### src/rtl/mtf_pkg.sv
package mtf_pkg;

  typedef enum logic [1:0] {
    FM_COARSE = 2'b00,
    FM_FINE   = 2'b01,
    FM_SPLIT  = 2'b10,
    FM_ALT    = 2'b11
  } fetch_mode_e;

  // position k steps after start in a ring of n entries
  function automatic int unsigned rr_index(int unsigned start, int unsigned k,
                                           int unsigned n);
    return (start + k) % n;
  endfunction

  // bytes covered by a fetch of the given slot count
  function automatic int unsigned group_bytes(int unsigned slots,
                                              int unsigned insn_bytes);
    return slots * insn_bytes;
  endfunction

  // reset address of one thread
  function automatic int unsigned thread_boot(int unsigned base, int unsigned stride,
                                              int unsigned tid);
    return base + tid * stride;
  endfunction

endpackage

### src/rtl/mtf_rr_pick.sv
module mtf_rr_pick #(
  parameter int N  = 4,
  parameter int IW = 2
) (
  input  logic [N-1:0]  req,
  input  logic [IW-1:0] start,
  output logic          found,
  output logic [IW-1:0] idx
);
  import mtf_pkg::*;

  always_comb begin
    found = 1'b0;
    idx   = '0;
    // scan from the far end so the nearest requester wins
    for (int k = N - 1; k >= 0; k--) begin
      logic [IW-1:0] j;
      j = IW'(rr_index(32'(start), k, N));
      if (req[j]) begin
        found = 1'b1;
        idx   = j;
      end
    end
  end

endmodule

### src/rtl/mtf_pc_file.sv
module mtf_pc_file #(
  parameter int          N             = 4,
  parameter int          PC_W          = 32,
  parameter int          FETCH_W       = 4,
  parameter int          INSN_BYTES    = 4,
  parameter int unsigned BOOT_PC       = 0,
  parameter int unsigned THREAD_STRIDE = 32'h1000
) (
  input  logic                    clk,
  input  logic                    rst_n,
  input  logic [N-1:0]            adv_full,
  input  logic [N-1:0]            adv_half,
  input  logic [N-1:0]            redir_valid,
  input  logic [N*PC_W-1:0]       redir_pc,
  output logic [N-1:0][PC_W-1:0]  pc
);
  import mtf_pkg::*;

  localparam logic [PC_W-1:0] STEP_FULL = PC_W'(group_bytes(FETCH_W, INSN_BYTES));
  localparam logic [PC_W-1:0] STEP_HALF = PC_W'(group_bytes(FETCH_W / 2, INSN_BYTES));

  for (genvar t = 0; t < N; t++) begin : g_thr
    localparam logic [PC_W-1:0] RST_PC = PC_W'(thread_boot(BOOT_PC, THREAD_STRIDE, t));
    logic [PC_W-1:0] pc_q;

    always_ff @(posedge clk) begin
      if (!rst_n) begin
        pc_q <= RST_PC;
      end else if (redir_valid[t]) begin
        pc_q <= redir_pc[t*PC_W +: PC_W];
      end else if (adv_full[t]) begin
        pc_q <= pc_q + STEP_FULL;
      end else if (adv_half[t]) begin
        pc_q <= pc_q + STEP_HALF;
      end
    end

    assign pc[t] = pc_q;
  end

endmodule

### src/rtl/mtf_sched.sv
module mtf_sched #(
  parameter int N       = 4,
  parameter int RUN_LEN = 4,
  parameter int IW      = 2
) (
  input  logic          clk,
  input  logic          rst_n,
  input  logic [1:0]    mode,
  input  logic [N-1:0]  ready,
  output logic          sel_valid,
  output logic [IW-1:0] sel_a,
  output logic          pair_valid,
  output logic [IW-1:0] sel_b,
  output logic          ev_stay,
  output logic          ev_pair
);
  import mtf_pkg::*;

  localparam int              CNT_W   = $clog2(RUN_LEN + 1);
  localparam logic [CNT_W-1:0] RUN_MAX = CNT_W'(RUN_LEN);

  logic [IW-1:0]    owner_q;
  logic [CNT_W-1:0] cnt_q;
  logic             is_coarse, is_split, stay;
  logic [IW-1:0]    start_a, start_b, a_idx, b_idx;
  logic             a_hit, b_hit;
  logic [N-1:0]     req_b;

  assign is_coarse = (mode == FM_COARSE);
  assign is_split  = (mode == FM_SPLIT);

  assign start_a = IW'(rr_index(32'(owner_q), 1, N));

  mtf_rr_pick #(.N(N), .IW(IW)) u_pick_a (
    .req(ready), .start(start_a), .found(a_hit), .idx(a_idx)
  );

  assign stay      = is_coarse && ready[owner_q] && (cnt_q < RUN_MAX);
  assign sel_valid = stay || a_hit;
  assign sel_a     = stay ? owner_q : a_idx;

  assign req_b   = ready & ~(N'(1) << sel_a);
  assign start_b = IW'(rr_index(32'(sel_a), 1, N));

  mtf_rr_pick #(.N(N), .IW(IW)) u_pick_b (
    .req(req_b), .start(start_b), .found(b_hit), .idx(b_idx)
  );

  assign pair_valid = is_split && sel_valid && b_hit;
  assign sel_b      = b_idx;
  assign ev_stay    = stay;
  assign ev_pair    = pair_valid;

  always_ff @(posedge clk) begin
    if (!rst_n) begin
      owner_q <= IW'(N - 1);
      cnt_q   <= RUN_MAX;
    end else if (sel_valid) begin
      owner_q <= pair_valid ? b_idx : sel_a;
      cnt_q   <= stay ? cnt_q + 1'b1 : CNT_W'(1);
    end
  end

endmodule

### src/rtl/mtf_fetch_sel.sv
module mtf_fetch_sel #(
  parameter int          NUM_THREADS   = 4,
  parameter int          FETCH_W       = 4,
  parameter int          PC_W          = 32,
  parameter int          RUN_LEN       = 4,
  parameter int          INSN_BYTES    = 4,
  parameter int unsigned BOOT_PC       = 0,
  parameter int unsigned THREAD_STRIDE = 32'h1000,
  localparam int         TID_W         = $clog2(NUM_THREADS)
) (
  input  logic                        clk,
  input  logic                        rst_n,
  input  logic [1:0]                  mode,
  input  logic [NUM_THREADS-1:0]      thr_ready,
  input  logic [NUM_THREADS-1:0]      redir_valid,
  input  logic [NUM_THREADS*PC_W-1:0] redir_pc,
  output logic [PC_W-1:0]             fetch_pc_a,
  output logic [PC_W-1:0]             fetch_pc_b,
  output logic [FETCH_W-1:0]          slot_valid,
  output logic [FETCH_W*TID_W-1:0]    slot_tid
);
  import mtf_pkg::*;

  localparam int              HALF       = FETCH_W / 2;
  localparam logic [PC_W-1:0] HALF_BYTES = PC_W'(group_bytes(HALF, INSN_BYTES));

  logic                               sel_valid, pair_valid, ev_stay, ev_pair;
  logic [TID_W-1:0]                   sel_a, sel_b;
  logic                               is_split;
  logic [NUM_THREADS-1:0]             adv_full, adv_half;
  logic [NUM_THREADS-1:0][PC_W-1:0]   pc;

  assign is_split = (mode == FM_SPLIT);

  mtf_sched #(.N(NUM_THREADS), .RUN_LEN(RUN_LEN), .IW(TID_W)) u_sched (
    .clk(clk), .rst_n(rst_n), .mode(mode), .ready(thr_ready),
    .sel_valid(sel_valid), .sel_a(sel_a), .pair_valid(pair_valid), .sel_b(sel_b),
    .ev_stay(ev_stay), .ev_pair(ev_pair)
  );

  for (genvar t = 0; t < NUM_THREADS; t++) begin : g_adv
    assign adv_full[t] = sel_valid && !is_split && (sel_a == TID_W'(t));
    assign adv_half[t] = is_split && ((sel_valid && (sel_a == TID_W'(t))) ||
                                      (pair_valid && (sel_b == TID_W'(t))));
  end

  mtf_pc_file #(
    .N(NUM_THREADS), .PC_W(PC_W), .FETCH_W(FETCH_W), .INSN_BYTES(INSN_BYTES),
    .BOOT_PC(BOOT_PC), .THREAD_STRIDE(THREAD_STRIDE)
  ) u_pcs (
    .clk(clk), .rst_n(rst_n), .adv_full(adv_full), .adv_half(adv_half),
    .redir_valid(redir_valid), .redir_pc(redir_pc), .pc(pc)
  );

  assign fetch_pc_a = pc[sel_a];
  assign fetch_pc_b = pair_valid ? pc[sel_b] : pc[sel_a] + HALF_BYTES;

  for (genvar s = 0; s < FETCH_W; s++) begin : g_slot
    if (s < HALF) begin : g_lo
      assign slot_valid[s]                = sel_valid;
      assign slot_tid[s*TID_W +: TID_W]   = sel_valid ? sel_a : '0;
    end else begin : g_hi
      logic hv;
      assign hv                           = is_split ? pair_valid : sel_valid;
      assign slot_valid[s]                = hv;
      assign slot_tid[s*TID_W +: TID_W]   = !hv ? '0 : (is_split ? sel_b : sel_a);
    end
  end

endmodule

### config.mk
export PLATFORM = sky130hd
export DESIGN_NAME = mtf_fetch_sel
export DESIGN_NICKNAME = d
export VERILOG_FILES = /design/src/rtl/mtf_pkg.sv /design/src/rtl/mtf_rr_pick.sv /design/src/rtl/mtf_pc_file.sv /design/src/rtl/mtf_sched.sv /design/src/rtl/mtf_fetch_sel.sv
export SDC_FILE = /design/constraint.sdc
export NUM_CORES = 1
export LEC_CHECK = 0
export BUFFER_PORTS_ARGS = -buffer_cell sky130_fd_sc_hd__buf_2
export CAP_MARGIN = 10
export CORE_UTILIZATION = 45
export CTS_CLUSTER_DIAMETER = 40
export DETAILED_ROUTE_END_ITERATION = 10
export GPL_TIMING_DRIVEN = 0
export PLACE_DENSITY = 0.67
export SYNTH_ARGS = -nofsm -noshare
export SYNTH_HDL_FRONTEND = slang
export SYNTH_SLANG_ARGS = --single-unit
### constraint.sdc
create_clock -name clk -period 4.1 [get_ports clk]
set_input_delay 0.205 -clock clk [delete_from_list [all_inputs] [get_ports clk]]
set_output_delay 0.205 -clock clk [all_outputs]
set_load 0.05 [all_outputs]
==> results of run 1 <==
## sequential cells by signal, summed over array words and instances, names as in the netlist
register / cells
u_pcs.g_thr.pc_q: 128
u_sched.cnt_q: 3
u_sched.owner_q: 2
## worst min-delay path, cell delays in order
cell and delay, ns:
buf_2 0.08, mux2i_1 0.05, nor2_1 0.08
## synthesized netlist by cell type, types with 35 or more instances
| master | count | area, um^2 |
|---|---|---|
| a31oi_1 | 39 | 244 |
| nand2_1 | 168 | 631 |
| xnor2_1 | 44 | 385 |
| nor2_1 | 82 | 308 |
| dfxtp_1 | 133 | 2660 |
| clkbuf_1 | 70 | 263 |
| o21ai_0 | 125 | 626 |
| nand3_1 | 35 | 175 |
| mux2i_1 | 77 | 771 |
| a21oi_1 | 102 | 510 |
| nor3_1 | 39 | 195 |
| inv_1 | 40 | 150 |
| xor2_1 | 35 | 307 |
| and3_1 | 36 | 225 |
## repair_timing
item	in CTS	in global routing
pin swaps	8	11
endpoints found under the setup margin	38	37
setup buffers	32	16
gates cloned	1	0
hold buffers	7	0
endpoints found under the hold margin	7	0
resized for setup	82	57
## through the flow
step                      instance area [um^2]  setup WS, ns  utilization, %
after floorplan                          11400       -0.0948               -
after global placement                   12900        -0.915            52.9
after detailed placement                 12900        -0.913            52.9
after CTS                                14100       -0.0802            57.7
after global routing                     14400        -0.200            58.9
final                                    14400       -0.0824            58.9
## per-layer routing
layer	share of wire, %	track usage [%]
met1	40	52.3
met2	43	60.5
met3	11	8.57
met4	5.9	21.9
met5	0	0
## layout make-up
type                       count  area (um^2)
clock buffer                  17          425
fill                        2326        10000
inverter                      42          170
clock inverter                15          133
timing repair buffer         267         1620
tap                          324          405
multi-input combinational   1140         8180
sequential                   133         2670
buffer                       119          761
## where the power goes
group	internal [mW]	switching, mW	leakage (nW)
registers	1.40	0.225	1.10
clock network	0.801	0.729	0.272
logic	1.36	2.51	4.32
## worst max-delay path by stage
stage | startpoint | slack (ns) | depth (start not counted) | endpoint
after floorplan | u_sched.owner_q[0]$_SDFFE_PN1N_ | -0.09 | 16 | fetch_pc_b[25]
after global placement | thr_ready[0] | -0.92 | 19 | fetch_pc_b[31]
after detailed placement | thr_ready[0] | -0.91 | 19 | fetch_pc_b[31]
after CTS | u_sched.owner_q[0]$_SDFFE_PN1N_ | -0.08 | 14 | fetch_pc_b[29]
after global routing | u_sched.owner_q[0]$_SDFFE_PN1N_ | -0.20 | 16 | fetch_pc_b[25]
final | u_sched.owner_q[0]$_SDFFE_PN1N_ | -0.08 | 16 | fetch_pc_b[25]
## logic make-up (layout without fill, tap and decap cells)
logic type,count (synthesis),in the layout
compound gates,450,450
xor+xnor,80,80
fa+ha+maj,10,10
buf+inv,162,460
flops,133,133
mux,123,123
simple gates,476,477
==> flow_results.org, run 1 <==
** Global route
- Entering global routing, the biggest net connects 18 pins.
- Global routing consumed, over all layers together, 39.8% of the routing resources.
- Antenna violations before repair :: 0
- First-pass GRT wire length :: 76,800 um
- Sum of overflow across all layers after global routing :: 0
- The via count of the first global-routing pass came to 12,500.

** Synthesis
- Multiplexer area fraction after synthesis :: 13.7%
- Number of enable-type register cells in the synthesized netlist :: 0
- YS warnings :: 0
- After Yosys synthesis, and, or, nand and nor cells account for about a fifth of the synthesized area.
- The synthesized netlist devotes 6.40% of its cell area to XOR and XNOR gates.
- Counting flops and latches in the post-synthesis netlist gives ~130.
- For this run, the leading register cell type out of synthesis is dfxtp_1.
- Counting every net in the synthesized netlist gives 1,584.
- The synthesized netlist devotes 27.0% of its cell area to compound gates.
- By area, the combinational part of the netlist is dominated by compound AO/OA/AOI/OAI gates.
- The average instance in the mapped netlist occupies 7.84 um^2.
- The mapped netlist covers 0.0112 mm^2.
- In the synthesized netlist, the number of instances is 1,434.
- Counting flops with an async set or reset pin after synthesis yields a share of 0%.
- After synthesis, flip-flops and latches occupy 23.7% of the total area.
- Post-synthesis share of cell area spent on full adders, half adders and majority gates :: under 10%
- Post-synth cell types :: 98

** Worst setup path
- Of all nets on the critical path, the largest fanout is 7.
- Slack of the worst reg-to-reg path :: 0.42 ns
- Buf+Inv Stages, Crit Path :: 6
- Among the stages of the critical path, the cell type that occurs most often is buf_12.
- Critical path type :: reg2out
- Crit end category :: primary output
- The endpoint identified for the worst register-to-register timing path is u_pcs.g_thr[0].pc_q[25]$_SDFFE_PN0P_.
- Arrival time of data at the critical path endpoint :: 3.98 ns
- Crit Reg-Reg Startpoint :: u_sched.owner_q[1]$_SDFFE_PN1N_
- The worst setup path is launched from a flip-flop.
- Worst path max stage delay :: 0.43 ns
- Among cell families on the critical path, the largest total delay comes from simple AND/OR/NAND/NOR gates.
- Counting cells, the worst reg-to-reg path comes to 13.
- CP max stage cell :: or4_4
- STA puts the critical path data required time at just under 4 ns.
- Critical Path, Cell by Cell :: mux2_4, a2111oi_4, a211oi_2, buf_6, buf_12, buf_12, buf_12, clkbuf_16, and3_4, a31oi_4, ha_4, nand3_4, or2_4, or4_4, a31oi_4, buf_6

** Clocking
- Clock network latency to the later pin of the worst-skew pair :: 0.44 ns
- The clock drives 133 sinks.
- Clk root buf :: clkbuf_16
- Clock transition at the registers of the reported paths :: 0.07 ns
- Maximum count of clock buffers along a single path :: 2
- TritonCTS built the clock tree.
- Clock buffers created by TritonCTS :: 17
- Maximum level of the CTS H-tree :: 4

** STA
- Fin Hold WS :: 0.00579 ns
- For the pin with the worst max-slew slack, the measured transition is around 1.1 ns.
- Clock skew on the completed layout was measured at around 0.0091 ns.
- Ratio of final minimum period to clock period :: 102%
- The count of pins over their slew limit came to 0.
- After layout, the minimum clock period comes to about 4.2 ns.
- Number of setup violations in the final report :: 6
- The count of endpoints failing hold in the final timing report came to 0.
- The worst pin sits at a relative slew slack of 23.4%.
- Max Clk Rate :: around 240 MHz
- Setup repair after global routing could not meet its margin everywhere.
- Adding up every negative setup slack in the final design gives -0.238 ns.
- Final WS setup :: -0.0824 ns

** Place
- Placer congestion estimate :: ~1.0
- Placed wire-length estimate :: 39,000 um
- Number of port buffers :: 212
- Number of placed cells counting well taps :: about 2,000

** Min path
- Type of the tightest min-delay check :: in2reg
- Launch instance of the worst min-delay path :: redir_pc[2]
- The worst hold path was traced through 3 stages.
- Sink of the worst hold path :: u_pcs.g_thr[0].pc_q[2]$_SDFFE_PN0P_

** Floorplan
- In this run the core area contains 57 standard-cell rows.
- In this run the standard cell core region covers 0.0244 mm^2.
- Effective utilization at floorplan :: between 40 and 50%
- Width of the die :: around 160 um
- The die covers 0.0256 mm^2.
- The die is 160 um tall.
- In this run the count of I/O pins placed on the die edge is approximately 220.

** Layout
- Most common library cell in the layout ignoring fill and taps :: buf_2
- Number of nets at the end of the flow :: 1,870
- Leaving out filler cells and counting taps, the final layout contains 2,057.
- Compared with the post-synthesis result, the final layout area differs by 27.8%.
- Antenna diode count :: 0
- In the final layout, the share of cells above drive strength 1 is between 20% and 30%.
- In the layout the commonest cells are 215 x buf_2, 168 x nand2_1, 131 x dfxtp_1.

** Drt
- Total DRC errors in the routed layout :: 0
- Using the TritonRoute via totals, the vias-per-cell ratio works out to 6.54.
- In the final routed layout, each cell accounts on average for around 25 um.
- ANT nets after route :: 0
- The final layout contains routed wiring with a total length of 51,900 um.
- The first routing iteration left 1,538 violations.
- Number of vias in the routed layout :: around 13,000
- For this run, the detailed router's first-pass iteration total came to 5.

** Pwr
- For this design the ratio of total power to cell area is 489 mW/mm^2.
- Worst voltage drop across the vdd grid :: about 0.32 mV
- Post-route total power :: 7.03 mW
- For this design the static power due to leakage is 5.70 nW.

** Status
- Outcome :: finished, violations left
- The checks that failed: setup timing.

** Job
- Max cap viols :: 0
Power figures use the tool's default switching activity.
==> run 2: changes to the inputs <==
--- a/config.mk
+++ b/config.mk
@@ -8,6 +8,7 @@
 export BUFFER_PORTS_ARGS = -buffer_cell sky130_fd_sc_hd__buf_2
 export CAP_MARGIN = 10
 export CORE_UTILIZATION = 45
+export CTS_BUF_LIST = sky130_fd_sc_hd__clkbuf_4
 export CTS_CLUSTER_DIAMETER = 40
 export DETAILED_ROUTE_END_ITERATION = 10
 export GPL_TIMING_DRIVEN = 0
==> flow_results.org, run 2 (synthesized netlist as in run 1, its figures left out) <==
** Status
- Outcome :: finished, violations left
- The final reports fail on setup timing.

** STA
- Final critical path time including I/O delays and setup :: around 4.4 ns
- Setup repair after global routing could not meet its margin everywhere.
- The count of endpoints failing hold in the final timing report was 0.
- Across the routed clock network, the largest skew measured is 0.0349 ns.
- Setup slack on the critical path of the routed design comes to -0.281 ns.
- Number of max-slew violations in the final report :: 0
- Actual transition at the worst max-transition pin :: 1.15 ns
- In this run the tightest slew margin relative to its limit is 22.3%.
- Max Clk Rate :: 228 MHz
- For the final routed database, the setup TNS stands at -4.56 ns.
- Dividing the final minimum period by the clock period gives 107%.
- Number of setup violations in the final report :: 31

** Drt
- Summed over all layers, the routed wires come to 54,400 um.
- The first TritonRoute pass finished after 7 iterations.
- ANT nets after route :: 0
- Number of vias in the routed layout :: 14,200
- After detailed routing, the number of remaining DRC violations is 0.
- Post-detailed-route wirelength per cell :: between 20 and 25 um
- Drt via density :: 6.42
- The first routing iteration left 1,535 violations.

** Clocking
- The tree is rooted in a clkbuf_4.
- Clock buffers created by TritonCTS :: 17
- Clock network latency to the later pin of the worst-skew pair :: 0.61 ns
- For this design, the sink count on the clock tree is 133.
- Maximum level of the CTS H-tree :: 4
- Maximum count of clock buffers along a single path :: 2
- TritonCTS clock tree :: built
- Clock transition at the registers of the reported paths :: roughly 0.16 ns

** Layout
- Number of cells in the finished layout apart from fillers :: roughly 2,200
- At the end of the flow, the number of nets in the layout was 2,015.
- The largest registers in the layout are u_pcs.g_thr.pc_q: 128 flops, u_sched.cnt_q: 3 flops, u_sched.owner_q: 2 flops.
- The library cells used most frequently in the layout, excluding fill and tap cells, are 193 x buf_2, 167 x nand2_1, 131 x dfxtp_1.
- The register with the most flip-flops in the layout has 128 of them.
- Layout-stage area growth over the synthesis result :: 41.8%
- Top reg by flops :: u_pcs.g_thr.pc_q
- In the final layout, the share of cells above drive strength 1 is 29.2%.
- Most common library cell in the layout ignoring fill and taps :: buf_2

** Pwr
- Clk pwr share :: 13.2%
- Worst voltage drop across the vdd grid :: 0.338 mV
- Combinational fraction of design power :: 63.0%
- Summed over all nets, the switching power comes to 3.52 mW.
- For this design the static power due to leakage is 6.42 nW.
- In this run the power density over the cells is around 430 mW/mm^2.
- Register share of total power :: between 20% and 30%
- The internal power of the cells totals 3.35 mW.
- In this run switching power makes up 51.2% of total power.

** Worst setup path
- In this run the worst path has a maximum fanout of 10.
- For this run, the slowest stage of the critical path takes 0.59 ns.
- At the worst endpoint, the arrival time is 4.18 ns.
- The worst setup path is captured at a primary output.
- The largest individual stage delay along the critical path comes from the cell or4_4.
- The critical path is of the reg2out type.
- By instance count, the cell type seen most on the critical path is buf_12.
- The critical path goes through buf_12, a31oi_4, nand4_1, a22oi_4, buf_6, inv_8, buf_12, buf_12, o21ai_1, o2111a_1, nand3_1, or4_4, a31oi_4, buf_6.
- Data on the critical path is required at its endpoint by 3.89 ns.
- Element type at the critical path start :: flip-flop
- Logic depth of the worst register-to-register path :: 16

** Global route
- Antenna violations before repair :: 1
- Vias in the first global route :: around 13,000
- After global routing the overflow that remains totals 0.
- Global routing used 41.7% of the available tracks across all layers.
- Entering global routing, the biggest net connects 17 pins.
- The first global-routing pass estimated 80,900 um of wire.

** Min path
- Along the worst hold path, the cell count comes to 4.
- The worst hold path belongs to the class in2reg.

** Floorplan
- In this run the count of I/O pins placed on the die edge is ~220.
- Floorplan die height :: 160 um
- DIE AREA :: 0.0256 mm^2
- Measured along the x axis, the die boundary spans 160 um.
- Effective utilization at floorplan :: 46.1%
- Num rows :: 57
- Core area :: 0.0244 mm^2

** Place
- Timing analysis after detailed placement gives a worst setup slack of -0.913 ns.
- The congestion estimate from routability-driven global placement came to 1.01.
- Number of port buffers :: around 210
- The wire-length estimate of the detail-placed layout is 39,000 um.
- Number of placed cells counting well taps :: 1,970

** Job
- Across the run, the number of max-cap violations was 0.
[run 2: cell count changes in the layout (fill, tap and decap cells not counted), sizes merged]
cell         before  now
buf             310  350
clkbuf           86   83
clkinv            3    2
diode             0    1
dlygate4sd3       7  116
inv              52   53
nor2             85   84
[run 2: routing by layer]
metal	wire, um	vias up	global-route usage [%]
met5	0	-	0
met4	3210	0	22.7
met3	6440	189	8.21
met2	23700	956	64.6
met1	21000	6789	54.3
li1	-	6217	-
[run 2: critical path, delay by kind of cell, from the launching register on]
family,cells,cell delay (ns)
flip-flops,1,0.41
AO/OA/AOI/OAI,5,1.33
buffers and inverters,6,0.80
AND/OR/NAND/NOR,3,1.03
[run 2: cell type report]
class	count	area, um^2
multi-input cells	1139	8360
flip-flops and latches	133	2670
clock inverters	15	133
fillers	2115	8450
clock buffers	17	128
inverters	42	165
repair buffers	413	3230
well taps	324	405
plain buffers	119	852
diodes	1	2.50
[run 2: power groups by stage]
| stage | clock network (mW) | registers, mW | logic [mW] |
|---|---|---|---|
| floorplan | 0 | 1.53 | 2.48 |
| global placement | 0 | 1.63 | 3.35 |
| detailed placement | 0 | 1.64 | 3.37 |
| CTS | 0.915 | 1.61 | 4.01 |
| global route | 0.962 | 1.63 | 4.48 |
| finish | 0.910 | 1.63 | 4.33 |
[run 2: timing repair]
item | CTS | global route
resized for setup | 176 | 78
cloned | 0 | 0
hold buffers | 116 | 0
pin swaps | 30 | 31
setup buffers | 65 | 22
setup endpoints to repair | 44 | 38
endpoints found under the hold margin | 116 | 0
[run 2: path summary, 6_finish.rpt]
check                                   from                              endpoint  slack (ns)
max reg2reg  u_sched.owner_q[1]$_SDFFE_PN1N_  u_pcs.g_thr[0].pc_q[23]$_SDFFE_PN0P_        0.17
max          u_sched.owner_q[1]$_SDFFE_PN1N_                        fetch_pc_b[25]       -0.28
min                           redir_valid[3]  u_pcs.g_thr[3].pc_q[12]$_SDFFE_PN1P_        0.03
min reg2reg    u_sched.cnt_q[0]$_SDFFE_PN0N_         u_sched.cnt_q[0]$_SDFFE_PN0N_        0.49
[run 2: stage by stage]
step / power [mW] / instance area [um^2] / utilization, % / hold WS [ns]
CTS: 6.54 / 15500 / 63.7 / 0.00374
floorplan: 4.02 / 11400 / - / 0.347
global placement: 4.98 / 12900 / 52.9 / 0.441
detailed placement: 5.00 / 12900 / 52.9 / 0.453
global route: 7.07 / 15900 / 65.4 / 0.0183
finish: 6.87 / 15900 / 65.4 / 0.0301
